$ cat src/rtl/hpdf_pkg.sv
package hpdf_pkg;
  localparam int GLITCH_W = 4;
  localparam int VALID_W  = 12;
  localparam int SCALE_SH = 10;
  localparam int QUAL_CW  = VALID_W + SCALE_SH;
  localparam int NUM_CH   = 2;

  // qualification limit in cycles: M scaled by 1024
  function automatic logic [QUAL_CW-1:0] valid_limit(input logic [VALID_W-1:0] m);
    return {m, {SCALE_SH{1'b0}}};
  endfunction

  // a stage accepts the change when the run counter has reached the limit
  function automatic logic run_done(input logic [QUAL_CW-1:0] cnt,
                                    input logic [QUAL_CW-1:0] lim);
    return cnt >= lim;
  endfunction
endpackage

$ cat src/rtl/hpdf_sync.sv
module hpdf_sync #(
  parameter int STAGES = 2
) (
  input  logic clk,
  input  logic rst_n,
  input  logic async_i,
  output logic sync_o
);
  logic [STAGES-1:0] chain;

  always_ff @(posedge clk or negedge rst_n) begin
    if (!rst_n) chain <= '0;
    else        chain <= {chain[STAGES-2:0], async_i};
  end

  assign sync_o = chain[STAGES-1];
endmodule

$ cat src/rtl/hpdf_stage.sv
module hpdf_stage #(
  parameter int CW = 22
) (
  input  logic          clk,
  input  logic          rst_n,
  input  logic          in_i,
  input  logic [CW-1:0] limit_i,
  output logic          level_o,
  output logic          changed_o
);
  import hpdf_pkg::*;

  logic [CW-1:0] cnt;
  logic          differ;
  logic          accept;
  logic [QUAL_CW-1:0] cnt_ext, lim_ext;

  assign differ  = in_i != level_o;
  assign cnt_ext = QUAL_CW'(cnt);
  assign lim_ext = QUAL_CW'(limit_i);
  assign accept  = differ && run_done(cnt_ext, lim_ext);

  always_ff @(posedge clk or negedge rst_n) begin
    if (!rst_n) begin
      cnt       <= '0;
      level_o   <= 1'b0;
      changed_o <= 1'b0;
    end else begin
      changed_o <= accept;
      if (!differ) begin
        cnt <= '0;
      end else if (accept) begin
        cnt     <= '0;
        level_o <= in_i;
      end else begin
        cnt <= cnt + 1'b1;
      end
    end
  end

  assert_cnt_bound_R2: assert property (@(posedge clk) disable iff (!rst_n)
    (cnt <= limit_i) || !$stable(limit_i) || !$past(rst_n));

  assert_flip_needs_diff_R5: assert property (@(posedge clk) disable iff (!rst_n)
    (level_o != $past(level_o)) |-> ($past(in_i) != $past(level_o)));

  assert_flip_after_run_R3: assert property (@(posedge clk) disable iff (!rst_n)
    (level_o != $past(level_o)) |-> ($past(cnt) >= $past(limit_i)));
endmodule

$ cat src/rtl/hpdf_channel.sv
module hpdf_channel
  import hpdf_pkg::*;
(
  input  logic                clk,
  input  logic                rst_n,
  input  logic                raw_i,
  input  logic [GLITCH_W-1:0] glitch_w_i,
  input  logic [VALID_W-1:0]  valid_w_i,
  output logic                level_o,
  output logic                rise_o,
  output logic                fall_o
);
  logic synced;
  logic gl_level, gl_changed;
  logic q_changed;
  logic [QUAL_CW-1:0] q_limit;

  assign q_limit = valid_limit(valid_w_i);

  hpdf_sync #(.STAGES(2)) u_sync (
    .clk(clk), .rst_n(rst_n), .async_i(raw_i), .sync_o(synced)
  );

  hpdf_stage #(.CW(GLITCH_W)) u_glitch (
    .clk(clk), .rst_n(rst_n), .in_i(synced), .limit_i(glitch_w_i),
    .level_o(gl_level), .changed_o(gl_changed)
  );

  hpdf_stage #(.CW(QUAL_CW)) u_qual (
    .clk(clk), .rst_n(rst_n), .in_i(gl_level), .limit_i(q_limit),
    .level_o(level_o), .changed_o(q_changed)
  );

  assign rise_o = q_changed &&  level_o;
  assign fall_o = q_changed && !level_o;

  assert_glitch_event_R3: assert property (@(posedge clk) disable iff (!rst_n)
    gl_changed |-> (gl_level != $past(gl_level)));

  assert_pulse_excl_R6: assert property (@(posedge clk) disable iff (!rst_n)
    !(rise_o && fall_o));

  assert_rise_edge_R6: assert property (@(posedge clk) disable iff (!rst_n)
    rise_o |-> (level_o && !$past(level_o)));

  assert_fall_edge_R6: assert property (@(posedge clk) disable iff (!rst_n)
    fall_o |-> (!level_o && $past(level_o)));

  assert_level_hold_R6: assert property (@(posedge clk) disable iff (!rst_n)
    (!rise_o && !fall_o) |-> $stable(level_o));
endmodule

$ cat src/rtl/hpdf_top.sv
module hpdf_top
  import hpdf_pkg::*;
(
  input  logic                clk,
  input  logic                rst_n,
  input  logic                hpd_raw_i,
  input  logic                rxs_raw_i,
  input  logic [GLITCH_W-1:0] hpd_glitch_w_i,
  input  logic [VALID_W-1:0]  hpd_valid_w_i,
  input  logic [GLITCH_W-1:0] rxs_glitch_w_i,
  input  logic [VALID_W-1:0]  rxs_valid_w_i,
  output logic                hpd_level_o,
  output logic                hpd_rise_o,
  output logic                hpd_fall_o,
  output logic                rxs_level_o,
  output logic                rxs_rise_o,
  output logic                rxs_fall_o
);
  logic [NUM_CH-1:0]               raw_v, lvl_v, rise_v, fall_v;
  logic [NUM_CH-1:0][GLITCH_W-1:0] gw_v;
  logic [NUM_CH-1:0][VALID_W-1:0]  vw_v;

  assign raw_v = {rxs_raw_i, hpd_raw_i};
  assign gw_v  = {rxs_glitch_w_i, hpd_glitch_w_i};
  assign vw_v  = {rxs_valid_w_i, hpd_valid_w_i};

  for (genvar ch = 0; ch < NUM_CH; ch++) begin : g_ch
    hpdf_channel u_ch (
      .clk(clk), .rst_n(rst_n), .raw_i(raw_v[ch]),
      .glitch_w_i(gw_v[ch]), .valid_w_i(vw_v[ch]),
      .level_o(lvl_v[ch]), .rise_o(rise_v[ch]), .fall_o(fall_v[ch])
    );
  end

  assign hpd_level_o = lvl_v[0];
  assign hpd_rise_o  = rise_v[0];
  assign hpd_fall_o  = fall_v[0];
  assign rxs_level_o = lvl_v[1];
  assign rxs_rise_o  = rise_v[1];
  assign rxs_fall_o  = fall_v[1];

  always @(posedge clk) begin
    if (!rst_n) begin
      assert_reset_quiet_R8: assert (lvl_v == '0 && rise_v == '0 && fall_v == '0);
    end
  end
endmodule

$ cat config.mk
export PLATFORM = sky130hd
export DESIGN_NAME = hpdf_top
export DESIGN_NICKNAME = d
export VERILOG_FILES = /design/src/rtl/hpdf_pkg.sv /design/src/rtl/hpdf_sync.sv /design/src/rtl/hpdf_stage.sv /design/src/rtl/hpdf_channel.sv /design/src/rtl/hpdf_top.sv
export SDC_FILE = /design/constraint.sdc
export NUM_CORES = 1
export LEC_CHECK = 0
export ABC_AREA = 1
export CAP_MARGIN = 20
export CORE_AREA = 2 2 108 110
export CTS_BUF_LIST = sky130_fd_sc_hd__clkbuf_16
export DETAILED_ROUTE_END_ITERATION = 7
export DIE_AREA = 0 0 110 112
export SLEW_MARGIN = 20
export SYNTH_ARGS = -nofsm -noshare
export SYNTH_HDL_FRONTEND = slang
export SYNTH_HIERARCHICAL = 1
export SYNTH_SLANG_ARGS = --single-unit
$ cat constraint.sdc
create_clock -name clk -period 2.1 [get_ports clk]
set_input_delay 0.21 -clock clk [delete_from_list [all_inputs] [get_ports clk]]
set_output_delay 0.21 -clock clk [all_outputs]
set_load 0.005 [all_outputs]
==> metrics.yaml <==
ios: 42
pwr-share-comb_pct: 23.6
area_growth_pct: 21.1
period_share_pct: 87.2
via_per_inst: 4.66
dieArea_um2: 12300
vias: 4086
seq_power_share_pct: 38.1
core_area_um2: 11200
cp-start-kind: "flip-flop"
power.static_leakage_nw: 3.04
dpl.hpwl_um: 8270
avgSynthCellArea_um2: 7.39
status: "finished clean"
wirelength_um: 10100
clock-sinks: 62
clockPowerShare_pct: 38.3
drt_pass1_iterations: 4
ir_drop_uv: 410
finalInstanceArea_um2: 5840
clock_skew_ns: 0.0107
grt_pass1_vias: 4097
period_minus_slack_ns: 1.83
power_density_nw_per_um2: 630
max_freq_mhz: 546
cpPeakStageDelay_ns: 0.43
grt_max_degree: 33
ant_nets: 0
avgRoutedWirePerCell_um: 11.6
switchingPower_mw: 1.11
grt_setup_unrepaired: "false"
worstMarginPinSlew_ns: 0.774
stdcell_count: 876
slew_viol_final: 0
critical_path.cell_chain: "ha_1 > a21oi_1 > nor2_1 > nor2_1 > nand2_1 > nor2_2 > nand4_2 > buf_12 > nor2_1"
insertion_delay_ns: 0.33
yosys_warnings: 6
internal_power_mw: 2.57
relSlewSlack_pct: 48.4
antenna_found_initial: 0
post-route-drc-count: 0
crit_fanout: 13
synth_area_um2: 4830
cp_slowest_cell: "dfrtp_1"
path_clk_slew_ns: 0.06
drive_above_1_share_pct: 10.9
crit_family: "simple AND/OR/NAND/NOR gates"
crit_path_frequent_cell: "nor2_1"
maxCapViolCount: 0
holdCritPathClass: "input port to flip-flop"
setup_viol: 0
die_h_um: 112
grt-ovfl-total: 0
synthCells: 653
worstSetupPathType: "flip-flop to flip-flop"
worst_ep_arrival_time_ns: 2.08
critPathCaptureType: "flip-flop"
n_antenna_cell: 0
track_usage_pct: 18.4
num-nets-final: 820
worstPathRequired_ns: 2.35
hold_violations: 0
dr.first_iter.drc_count: 138
port_buffers: 41
dp.cells: 859
dpl-instance-area_um2: 5550
cts_buffers: 9
cts_buffer_depth: 2
num_rows: 39
crit_buf_inv: 1
gp_congestion: 0.820
cts_max_level: 3
die_w_um: 110
sw_frac_of_total_pct: 30.2
initial_utilization_pct: 43.2
grt_pass1_wl_um: 17800
clock-root-buffer: "clkbuf_16"
cts_tree: "yes"
-- placed cells by master, fill, tap and decap left out, types with 3 or more instances in the layout --
cell type	count
inv_2	5
nor3_1	4
nor3_4	3
nand2_2	4
xnor2_1	5
conb_1	20
nor2_2	29
inv_1	128
buf_12	4
a21oi_1	10
buf_4	4
ha_1	56
o21ai_1	4
nor2_4	3
dfrtp_1	62
clkinv_2	4
nand3_1	21
xor2_1	26
clkdlybuf4s50_1	40
nand4_2	4
nand4_1	22
o21ai_0	5
nand2_1	156
clkbuf_16	9
nor2_1	82
nand3_2	4
a21o_1	4
-- layer usage --
metal / track usage (%) / up-vias / wire (um)
met5: 0 / - / 0
met4: 5.82 / 0 / 69
met3: 3.16 / 8 / 241
met2: 33.5 / 41 / 5480
met1: 21.4 / 1890 / 4350
li1: - / 2147 / -
-- path summary, 6_finish.rpt --
path / cells past startpoint / slack [ns] / from / to
hold reg to reg: 0 / 0.35 / g_ch[0].u_ch/u_sync/chain[0] / g_ch[0].u_ch/u_sync/chain[1]
hold / removal: 1 / 0.32 / rxs_raw_i / g_ch[1].u_ch/u_sync/chain[0]
setup / recovery: 9 / 0.27 / g_ch[1].u_ch/u_qual/cnt[19] / g_ch[1].u_ch/u_qual/cnt[13]
min in group asynchronous: 2 / 0.53 / rst_n / g_ch[0].u_ch/u_qual/cnt[10]
max in group asynchronous: 3 / 0.94 / rst_n / g_ch[1].u_ch/u_qual/cnt[7]
setup reg to reg: 9 / 0.27 / g_ch[1].u_ch/u_qual/cnt[19] / g_ch[1].u_ch/u_qual/cnt[13]
-- registers in the layout, indices dropped and copies added, names as in the netlist --
| signal | count |
|---|---|
| g_ch.u_ch/u_glitch/cnt | 8 |
| g_ch.u_ch/u_glitch/level_o | 2 |
| g_ch.u_ch/u_qual/changed_o | 2 |
| g_ch.u_ch/u_qual/cnt | 44 |
| g_ch.u_ch/u_qual/level_o | 2 |
| g_ch.u_ch/u_sync/chain | 4 |
-- power by group through the flow --
stage	clock, mW	sequential (mW)	combinational [mW]
final	1.41	1.40	0.870
after global routing	1.51	1.42	1.03
after CTS	1.46	1.41	0.889
after detailed placement	0	1.43	0.882
after global placement	0	1.43	0.868
after floorplan	0	1.39	0.605
-- per-stage QoR --
step	setup TNS (ns)	hold WS, ns	total power, mW	setup WS, ns	utilization (%)
6_report	0	0.321	3.68	0.270	52.3
4_1_cts	0	0.304	3.76	0.261	52.3
3_3_place_gp	-0.560	0.335	2.29	-0.0388	49.7
3_5_place_dp	-0.417	0.339	2.31	-0.0366	49.7
5_1_grt	0	0.310	3.96	0.121	52.3
2_1_floorplan	0	-0.0856	2.00	0.479	-
-- repair_timing --
action / 4_1_cts / 5_1_grt
buffers inserted: 0 / 0
endpoints found under the hold margin: 31 / 0
resized for setup: 0 / 0
hold buffers: 1 / 0
-- worst register-to-register path: stages, from the launching register on --
cell and delay, ns:
dfrtp_1 0.43, ha_1 0.31, a21oi_1 0.17, nor2_1 0.06
nor2_1 0.10, nand2_1 0.07, nor2_2 0.16, nand4_2 0.18
buf_12 0.20, nor2_1 0.09
-- final cells by class --
class                      count  area, um2
clock buffer                   9        225
clock inverter                 7       56.3
fill                        1109       5330
inverter                     133        500
multi-input combinational    472       2810
sequential                    62       1550
tap                          143        179
timing repair buffer          50        526
Note: power is estimated with default switching activity, not from simulation.
